--- src/rtl/shadow_pkg.sv ---
package shadow_pkg;

    localparam int MASK_W  = 3;
    localparam int BIT_INT = 0;
    localparam int BIT_DBG = 1;
    localparam int BIT_SS  = 2;

    typedef logic [MASK_W-1:0] inh_mask_t;

    // A stack-segment load inhibits everything for the next instruction.
    function automatic inh_mask_t widen_arm(input inh_mask_t m);
        inh_mask_t r;
        r = m;
        if (m[BIT_SS]) begin
            r = '1;
        end
        return r;
    endfunction

    // Nonzero query whose bits are all held.
    function automatic logic covers(input inh_mask_t query, input inh_mask_t held);
        return (|query) && ((query & ~held) == '0);
    endfunction

endpackage

--- src/rtl/shadow_state.sv ---
module shadow_state
    import shadow_pkg::*;
#(
    parameter int CNT_W = 32
) (
    input  logic             clk,
    input  logic             rst,
    input  logic [CNT_W-1:0] icount,
    input  logic             arm,
    input  inh_mask_t        arm_mask,
    input  logic             clr,
    output inh_mask_t        held_mask,
    output logic [CNT_W-1:0] end_cnt,
    output logic             in_win
);

    logic [CNT_W-1:0] gap;
    logic             ss_live;
    logic             take_arm;

    // Wrap-safe "icount <= end_cnt": the signed difference is non-negative.
    assign gap      = end_cnt - icount;
    assign in_win   = ~gap[CNT_W-1];
    assign ss_live  = in_win && held_mask[BIT_SS];
    assign take_arm = arm && !clr && !ss_live;

    always_ff @(posedge clk) begin
        if (rst) begin
            held_mask <= '0;
            end_cnt   <= '0;
        end else if (clr) begin
            held_mask <= '0;
        end else if (take_arm) begin
            held_mask <= widen_arm(arm_mask);
            end_cnt   <= icount + CNT_W'(1);
        end
    end

    p_arm_store_r1: assert property (@(posedge clk) disable iff (rst)
        (arm && !clr && !(held_mask[BIT_SS] && in_win))
        |=> (end_cnt == $past(icount) + CNT_W'(1)) && (held_mask == widen_arm($past(arm_mask))));

    p_ss_widen_r2: assert property (@(posedge clk) disable iff (rst)
        (arm && !clr && !(held_mask[BIT_SS] && in_win) && arm_mask[BIT_SS])
        |=> (held_mask == '1));

    p_no_chain_r3: assert property (@(posedge clk) disable iff (rst)
        (arm && !clr && held_mask[BIT_SS] && in_win)
        |=> ($stable(held_mask) && $stable(end_cnt)));

    p_clear_wins_r6: assert property (@(posedge clk) disable iff (rst)
        clr |=> (held_mask == '0));

endmodule

--- src/rtl/shadow_probe.sv ---
module shadow_probe
    import shadow_pkg::*;
(
    input  logic      in_win,
    input  inh_mask_t held_mask,
    input  inh_mask_t query,
    output logic      hit
);

    assign hit = in_win && covers(query, held_mask);

endmodule

--- src/rtl/irq_shadow_tracker.sv ---
module irq_shadow_tracker
    import shadow_pkg::*;
#(
    parameter int CNT_W = 32,
    parameter int NQ    = 2
) (
    input  logic                clk,
    input  logic                rst,
    input  logic [CNT_W-1:0]    icount,
    input  logic                arm,
    input  logic [MASK_W-1:0]   arm_mask,
    input  logic                clr,
    input  logic [NQ*MASK_W-1:0] q_mask,
    output logic [NQ-1:0]       q_hit
);

    inh_mask_t        held_mask;
    logic [CNT_W-1:0] end_cnt;
    logic             in_win;

    shadow_state #(.CNT_W(CNT_W)) u_state (
        .clk      (clk),
        .rst      (rst),
        .icount   (icount),
        .arm      (arm),
        .arm_mask (arm_mask),
        .clr      (clr),
        .held_mask(held_mask),
        .end_cnt  (end_cnt),
        .in_win   (in_win)
    );

    for (genvar i = 0; i < NQ; i++) begin : g_probe
        shadow_probe u_probe (
            .in_win   (in_win),
            .held_mask(held_mask),
            .query    (q_mask[i*MASK_W +: MASK_W]),
            .hit      (q_hit[i])
        );

        p_hit_needs_mask_r4: assert property (@(posedge clk) disable iff (rst)
            q_hit[i] |-> ((q_mask[i*MASK_W +: MASK_W] & ~held_mask) == '0));

        p_empty_query_r10: assert property (@(posedge clk) disable iff (rst)
            (q_mask[i*MASK_W +: MASK_W] == '0) |-> !q_hit[i]);

        p_hit_in_window_r8: assert property (@(posedge clk) disable iff (rst)
            q_hit[i] |-> !((end_cnt - icount) >> (CNT_W-1)));
    end

endmodule

--- config.mk ---
export PLATFORM = sky130hd
export DESIGN_NAME = irq_shadow_tracker
export DESIGN_NICKNAME = d
export VERILOG_FILES = /design/src/rtl/shadow_pkg.sv /design/src/rtl/shadow_state.sv /design/src/rtl/shadow_probe.sv /design/src/rtl/irq_shadow_tracker.sv
export SDC_FILE = /design/constraint.sdc
export NUM_CORES = 1
export LEC_CHECK = 0
export BUFFER_PORTS_ARGS = -buffer_cell sky130_fd_sc_hd__buf_4
export CELL_PAD_IN_SITES_DETAIL_PLACEMENT = 0
export CELL_PAD_IN_SITES_GLOBAL_PLACEMENT = 2
export CORE_ASPECT_RATIO = 0.5
export CORE_MARGIN = 4
export CORE_UTILIZATION = 35
export CTS_CLUSTER_SIZE = 28
export DETAILED_ROUTE_END_ITERATION = 8
export GPL_TIMING_DRIVEN = 1
export PLACE_DENSITY_LB_ADDON = 0.12
export REMOVE_ABC_BUFFERS = 1
export SLEW_MARGIN = 20
export SYNTH_ARGS = -nofsm -noshare
export SYNTH_HDL_FRONTEND = slang
export SYNTH_HIERARCHICAL = 1
export SYNTH_SLANG_ARGS = --single-unit
--- constraint.sdc ---
create_clock -name clk -period 2.74 [get_ports clk]
set_input_delay 0.137 -clock clk [delete_from_list [all_inputs] [get_ports clk]]
set_output_delay 0.137 -clock clk [all_outputs]
set_load 0.01 [all_outputs]
==> results of run 1 <==
worst paths after layout:
kind	start	to	cells after the start
max	u_state/end_cnt[26]$_SDFFE_PP0P_	q_hit[0]	10
min	icount[0]	u_state/end_cnt[0]$_SDFFE_PP0P_	2
max reg2reg	u_state/end_cnt[26]$_SDFFE_PP0P_	u_state/end_cnt[24]$_SDFFE_PP0P_	9
min reg2reg	u_state/end_cnt[25]$_SDFFE_PP0P_	u_state/end_cnt[25]$_SDFFE_PP0P_	2
flip-flops by register name, summed over array words and instances (netlist names):
register           count
u_state/end_cnt       32
u_state/held_mask      3
layer usage:
metal	up-vias	track usage [%]	wire length, µm
met5	-	0	0
met3	7	4.23	525
met2	70	23.2	3240
met4	0	3.58	56
met1	1217	23.1	4070
li1	1345	-	-
power by group:
group	internal (W)	switching [W]	total (W)	leakage (nW)
clock	0.000355	0.000218	0.000573	0.0727
combinational	0.000169	0.000197	0.000366	1.18
sequential	0.000542	0.0000198	0.000562	0.288
total	0.00107	0.000436	0.00150	1.54
kinds of logic (layout without fill, tap and decap cells):
| group | Yosys count | in the layout | synth area share, % |
|---|---|---|---|
| AO/OA/AOI/OAI | 86 | 86 | 22.6 |
| XOR/XNOR | 32 | 32 | 9.28 |
| adder cells (fa/ha/maj) | 31 | 31 | 12.8 |
| buffers and inverters | 51 | 97 | 7.62 |
| flip-flops | 35 | 35 | 23.2 |
| multiplexers | 11 | 11 | 4.64 |
| AND/OR/NAND/NOR | 101 | 101 | 19.8 |
cell type report:
cell class              count  area [µm²]
fillers                   830        4560
multi-input cells         261        2120
flip-flops and latches     35         701
repair buffers             52         390
inverters                  38         143
well taps                 112         140
clock buffers               6         139
clock inverters             1        5.00
through the flow:
step                hold slack [ns]  util [%]  power (W)  cell area, µm²  setup WS (ns)
finish                        0.125      44.4    0.00150            3640          0.204
global route                  0.122      44.4    0.00159            3640         0.0187
CTS                           0.121      43.9    0.00152            3600         0.0213
detailed placement            0.419      42.1   0.000930            3460          0.278
global placement              0.402      42.1   0.000925            3460          0.316
floorplan                     0.202         -   0.000791            2930          0.160
cells in the final DEF (no fill, tap or decap), types with 3 or more instances in the layout:
cell type,count
nand4_1,9
a21oi_2,3
xnor2_1,31
clkbuf_16,5
nor2b_1,8
inv_1,38
a21oi_1,16
nor3_2,4
nor2_1,16
a211oi_1,3
dfxtp_1,35
ha_1,30
nor3_1,8
o21ai_1,4
nand2b_1,8
a31oi_1,22
mux2i_1,5
a211oi_2,20
nand3_1,10
mux2_4,6
buf_4,52
o21ai_0,7
nand2_1,22
and4_1,3
timing repair:
action / CTS / global route
buffers inserted: 0 / 1
setup endpoints to repair: 0 / 2
gates resized for setup: 0 / 5
hold buffers: 0 / 0
==> summary.txt, run 1 <==
STA
  – Final setup TNS: 0 ns
  – Final Max Tran Viols: 0
  – Endpoints failing hold: 0
  – Max Fclk: between 0.3 and 0.4 GHz
  – Max transition margin: 52.5%
  – Final clock skew: 0.00514 ns
  – Tightest Pin Transition: 0.708 ns
  – Final setup viols: 0
  – RSZ-0062 raised after global routing: no
  – Period utilization: slightly above 90%
  – Crit path time final: approximately 2.5 ns

Worst setup path
  – Startpoint Class: register
  – Data arrival, critical path: 2.40 ns
  – Slowest cell on crit path: dfxtp_1
  – WS Path Type: register to primary output
  – Worst Path Max Fanout: 5
  – Number of buffers and inverters on the critical path: 1
  – Critical path cell sequence: ha_1 -> nand4_1 -> nor3_2 -> a221oi_2 -> o21ai_2 -> a21oi_2 -> xor2_2 -> o21ai_1 -> nor3_2 -> buf_4
  – CP top delay family: compound AO/OA/AOI/OAI gates
  – FF-to-FF setup slack: 0.30 ns
  – Cell mode on critical path: nor3_2
  – CP max stage delay: 0.32 ns
  – CP Data Required Time: 2.60 ns
  – Critical path endpoint category: primary output

Synthesis
  – Synth top cells by count: inv_1 (38), dfxtp_1 (35), ha_1 (31), xnor2_1 (31)
  – Yosys cell types: 48
  – Top cells by area, synth: dfxtp_1 (23%), ha_1 (13%), xnor2_1 (9.0%)
  – Post-synth top area share: 23.2%
  – Post-synth ARST share: 0%
  – Most frequent cell after synthesis: inv_1
  – Register bit total from synthesis: 35
  – Synth Area per Inst: 8.70 µm²
  – Number of synthesized flops with an enable pin: 0
  – Cell taking the most area after synthesis: dfxtp_1
  – Ys flop type: dfxtp_1
  – Seq/Total Area, Yosys: 23.2%
  – Mapped cell area: roughly 3000 µm²
  – Syn. warnings: 6
  – Cells after synthesis: approximately 350

Status
  – Status: finished clean

Drt
  – Routed wire per std cell: 15.6 µm
  – First DRT Iteration DRCs: 154
  – DRC Markers: 0
  – Post-Route WL: slightly below 8000 µm
  – Vias per cell: 5.23
  – Drt pass-1 iters: 4
  – Vias: 2,639
  – Remaining antenna violation count: 0

Clock tree
  – Reg clk slew, reported paths: 0.06 ns
  – Max clock buf depth: 2
  – Clk Tree Root Cell: clkbuf_16
  – CTS sink count: 35
  – H-tree level count: 2
  – Worst skew pair latency: 0.28 ns
  – CTS Buf Count: 5
  – TritonCTS clock tree: built

GRT
  – Total GRT Usage: 15.8%
  – First-pass GRT wire length: 13,100 µm
  – Antenna violations before repair: 0
  – Vias in the first global route: approximately 2,600
  – Pin count of the biggest net entering global routing: 43
  – Gr ovfl total: 0

Power and ir drop
  – Leak: 1.54 nW
  – Power Dens Cells: 413 nW/µm²
  – Peak supply drop: about 0.19 mV

Floorplanning
  – Die W: 139 µm
  – Row cnt: 23
  – Die height: ~74 µm
  – I/O pins: 47
  – Core ar.: 8200 µm²
  – Initial core utilization: 36.8%
  – Die area: a little over 10,000 µm²

Placement
  – Placed cell count: 497
  – Port buffer count: 46
  – Post-DP HPWL: 5760 µm
  – GP Congestion: 0.794

Job
  – Maxcap violations: 0

Worst hold path
  – Hold Crit Class: input port to register

Cells and area
  – Final net count: 469
  – Layout Cells excl Fill: 505
  – Share of layout cells above drive strength 1: 27.2%
  – Area grow syn2layout: 20.5%
  – Ant. Diodes: 0
No activity file was read; power rests on OpenSTA's default activity.
==> run 2, diff against run 1 <==
- ABC_AREA: default -> 1
- CORE_UTILIZATION: 35 -> 31
==> summary.txt, run 2 <==
Status
  – Status: finished clean

Synthesis
  – Ys flop type: dfxtp_1
  – Yosys cell types: 30 (-38%)
  – Register bit total from synthesis: 35 (unchanged)
  – Post-synth top area share: 21.3% (-1.8 points)
  – Top cells by area, synth: dfxtp_1 (21%), nand2_1 (16%), ha_1 (12%)
  – Synth Area per Inst: 6.16 µm² (-29%)
  – Seq/Total Area, Yosys: 21.3% (-1.8 points)
  – Syn. warnings: 6 (unchanged)
  – Number of synthesized flops with an enable pin: 0 (unchanged)
  – Synth top cells by count: nand2_1 (140), inv_1 (83), nor2_1 (66), nand3_1 (48), dfxtp_1 (35)
  – Cell taking the most area after synthesis: dfxtp_1
  – Mapped cell area: 3280 µm² (+8.7%)
  – Post-synth ARST share: 0% (unchanged)
  – Most frequent cell after synthesis: nand2_1
  – Cells after synthesis: 533 (+54%)

Power and ir drop
  – Peak supply drop: 0.181 mV (-3.8%)
  – Leak: 2.01 nW (+31%)
  – Total power: 0.00152 W (+1.2%)
  – Power Dens Cells: 389 nW/µm² (-5.6%)

Worst setup path
  – Startpoint Class: register
  – CP max stage delay: 0.32 ns (about the same)
  – Worst Path Max Fanout: 2 (-3)
  – R2r endpoint: u_state/end_cnt[8]$_SDFFE_PP0P_
  – CP Data Required Time: 2.60 ns (about the same)
  – Data arrival, critical path: 2.15 ns (-0.25 ns)
  – FF-to-FF setup slack: 0.57 ns (+0.27 ns)
  – Worst reg2reg path depth: 15 (+6)
  – WS Path Type: register to primary output
  – Critical path cell sequence: ha_1 -> nand2_1 -> nor2_1 -> nand2_1 -> nor2_1 -> nand2_1 -> nand2_1 -> nand2_1 -> nand2_1 -> nand2_2 -> and2_1 -> o21ai_0 -> nor2_1 -> buf_4
  – Slowest cell on crit path: dfxtp_1
  – Reg2reg start: u_state/end_cnt[14]$_SDFFE_PP0P_
  – Cell mode on critical path: nand2_1
  – Critical path endpoint category: primary output
  – Number of buffers and inverters on the critical path: 1 (unchanged)
  – CP top delay family: simple AND/OR/NAND/NOR gates

STA
  – Max Fclk: 0.436 GHz (+11%)
  – Max transition margin: 66.2% (+14 points)
  – Endpoints failing hold: 0 (unchanged)
  – Final setup viols: 0 (unchanged)
  – Final clock skew: 0.00609 ns (+0.000944 ns)
  – Tightest Pin Transition: 0.503 ns (-0.205 ns)
  – Crit path time final: 2.29 ns (-0.245 ns)
  – Final Max Tran Viols: 0 (unchanged)
  – RSZ-0062 raised after global routing: no
  – Period utilization: 83.6% (-8.9 points)
  – Post-route setup slack: 0.448 ns (+0.245 ns)
  – Final setup TNS: 0 ns (unchanged)

Placement
  – Post-DP HPWL: 7480 µm (+30%)
  – Area of placed instances: 3760 µm² (+8.9%)
  – Port buffer count: 46 (unchanged)
  – GP Congestion: 0.801 (+0.92%)
  – Dpl ws: 0.545 ns (+0.267 ns)

Cells and area
  – Area grow syn2layout: 18.9%
  – Final net count: 650 (+39%)
  – Max reg flops: 32 (unchanged)
  – Fillers: 1,209 (+46%)
  – Most flops, register: u_state/end_cnt
  – Commonest non-fill, non-tap cell in the layout: nand2_1
  – Share of layout cells above drive strength 1: 14.1% (-13 points)
  – Design area: 3900 µm² (+7.2%)
  – Ant. Diodes: 0 (unchanged)
  – Final core area utilization: 38.0% (-6.4 points)
  – Regs by FF count: u_state/end_cnt (32), u_state/held_mask (3)
  – Most frequent cells in the layout: nand2_1 (140), inv_1 (83), nor2_1 (65), buf_4 (50), nand3_1 (48)

Worst hold path
  – Hold Crit Start: rst
  – Hold Crit Class: input port to register
  – Hold worst-path end: u_state/held_mask[1]$_SDFFE_PP0P_
  – Hold Path Depth: 4 (+2)

Clock tree
  – CTS Buf Count: 5 (unchanged)
  – CTS sink count: 35 (unchanged)
  – Post-CTS Setup Inserts: 0 (unchanged)
  – Worst skew pair latency: 0.28 ns (about the same)
  – Max clock buf depth: 2 (unchanged)
  – Reg clk slew, reported paths: 0.06 ns (about the same)
  – Clk Tree Root Cell: clkbuf_16
  – TritonCTS clock tree: built
  – Resize count post-CTS: 0 (unchanged)
  – Post-CTS Hold Fix Bufs: 0 (unchanged)
  – H-tree level count: 2 (unchanged)

Drt
  – Vias per cell: 4.47 (-14%)
  – DRC Markers: 0 (unchanged)
  – Routed wire per std cell: 13.6 µm (-13%)
  – Vias: 3,197 (+21%)
  – Drt pass-1 iters: 4 (unchanged)
  – First DRT Iteration DRCs: 182 (+18%)
  – Metal2 WL: 3940 µm (+22%)
  – Top sig layer: met4
  – Wire length on met3: 508 µm (-3.2%)
  – Routed met1 length: 5210 µm (+28%)
  – Remaining antenna violation count: 0 (unchanged)
  – Post-Route WL: 9690 µm (+23%)

Job
  – Maxcap violations: 0 (unchanged)

GRT
  – Gr ovfl total: 0 (unchanged)
  – First-pass GRT wire length: 15,600 µm (+19%)
  – Pin count of the biggest net entering global routing: 44 (+2.3%)
  – Antenna violations before repair: 0 (unchanged)
  – Vias in the first global route: 3,062 (+17%)
  – Total GRT Usage: 15.9% (+0.029 points)

Floorplanning
  – Row cnt: 26 (+13%)
  – Initial core utilization: 31.9% (-4.9 points)
  – I/O pins: 47 (unchanged)
  – Die height: 80.8 µm (+9.6%)
  – Core ar.: 10,300 µm² (+25%)
  – Die W: 154 µm (+10%)
  – Die area: 12,400 µm² (+21%)
run 2: cell types whose count changed after synthesis, moves of 9 or more:
| cell | change |
|---|---|
| nand2_1 | +118 |
| nor2_1 | +50 |
| inv_1 | +45 |
| nand3_1 | +38 |
| xnor2_1 | -29 |
| xor2_1 | +25 |
| a31oi_1 | -22 |
| a211oi_2 | -20 |
| a21oi_1 | +14 |
| a21oi_2 | +9 |
| nor3_1 | +9 |
run 2: worst max-delay path by stage:
stage                                          start                              end  slack, ns  cells after the start
floorplan                                        arm  u_state/end_cnt[0]$_SDFFE_PP0P_      -0.31                      5
global placement                          icount[14]  u_state/end_cnt[9]$_SDFFE_PP0P_       0.57                     17
detailed placement                        icount[14]  u_state/end_cnt[9]$_SDFFE_PP0P_       0.55                     17
CTS                 u_state/end_cnt[14]$_SDFFE_PP0P_                         q_hit[1]       0.43                     14
global route         u_state/end_cnt[6]$_SDFFE_PP0P_                         q_hit[1]       0.17                     14
finish              u_state/end_cnt[14]$_SDFFE_PP0P_                         q_hit[1]       0.45                     14
run 2: area by class of cell:
| class | count | area, µm² | share of cell area, % |
|---|---|---|---|
| well taps | 140 | 175 | 4.49 |
| clock buffers | 7 | 133 | 3.40 |
| flip-flops and latches | 35 | 701 | 18.0 |
| clock inverters | 1 | 5.00 | 0.128 |
| multi-input cells | 397 | 2180 | 55.8 |
| inverters | 84 | 315 | 8.08 |
| repair buffers | 51 | 395 | 10.1 |
run 2: report_power, final:
part / leakage [nW] / switching (W) / total, W / internal (W)
registers: 0.288 / 0.0000228 / 0.000568 / 0.000545
logic: 1.65 / 0.000227 / 0.000391 / 0.000165
clock network: 0.0679 / 0.000224 / 0.000560 / 0.000336
total: 2.01 / 0.000474 / 0.00152 / 0.00105
run 2: worst reg2reg max path: stages (launching register included):
cell and delay (ns):
dfxtp_1 0.32, ha_1 0.28, nand2_1 0.07, nor2_1 0.14, nand2_1 0.07, nor2_1 0.10
nand2_1 0.08, nand2_1 0.12, nand2_1 0.09, nand2_1 0.08, nand2_2 0.07, nand3_4 0.08
buf_4 0.31, nand3_1 0.14, nand2_1 0.08, nor2_1 0.04
run 2: logic make-up after synthesis:
| family | Yosys count | synth area share, % |
|---|---|---|
| XOR/XNOR | 28 | 7.47 |
| flip-flops | 35 | 21.3 |
| AO/OA/AOI/OAI | 46 | 8.23 |
| buffers and inverters | 101 | 12.5 |
| adder cells (fa/ha/maj) | 31 | 11.8 |
| AND/OR/NAND/NOR | 292 | 38.6 |
run 2: per-layer routing:
layer / up-vias / global-route usage, %
met5: - / 0
met4: 0 / 2.11
met3: 2 / 3.25
met2: 53 / 25.3
met1: 1382 / 22.8
li1: 1760 / -
run 2: metrics by stage:
step / std cells / hold WS (ns)
2_1_floorplan: 516 / 0.305
3_3_place_gp: 707 / 0.430
3_5_place_dp: 707 / 0.436
4_1_cts: 715 / 0.139
5_1_grt: 715 / 0.166
6_report: 715 / 0.138
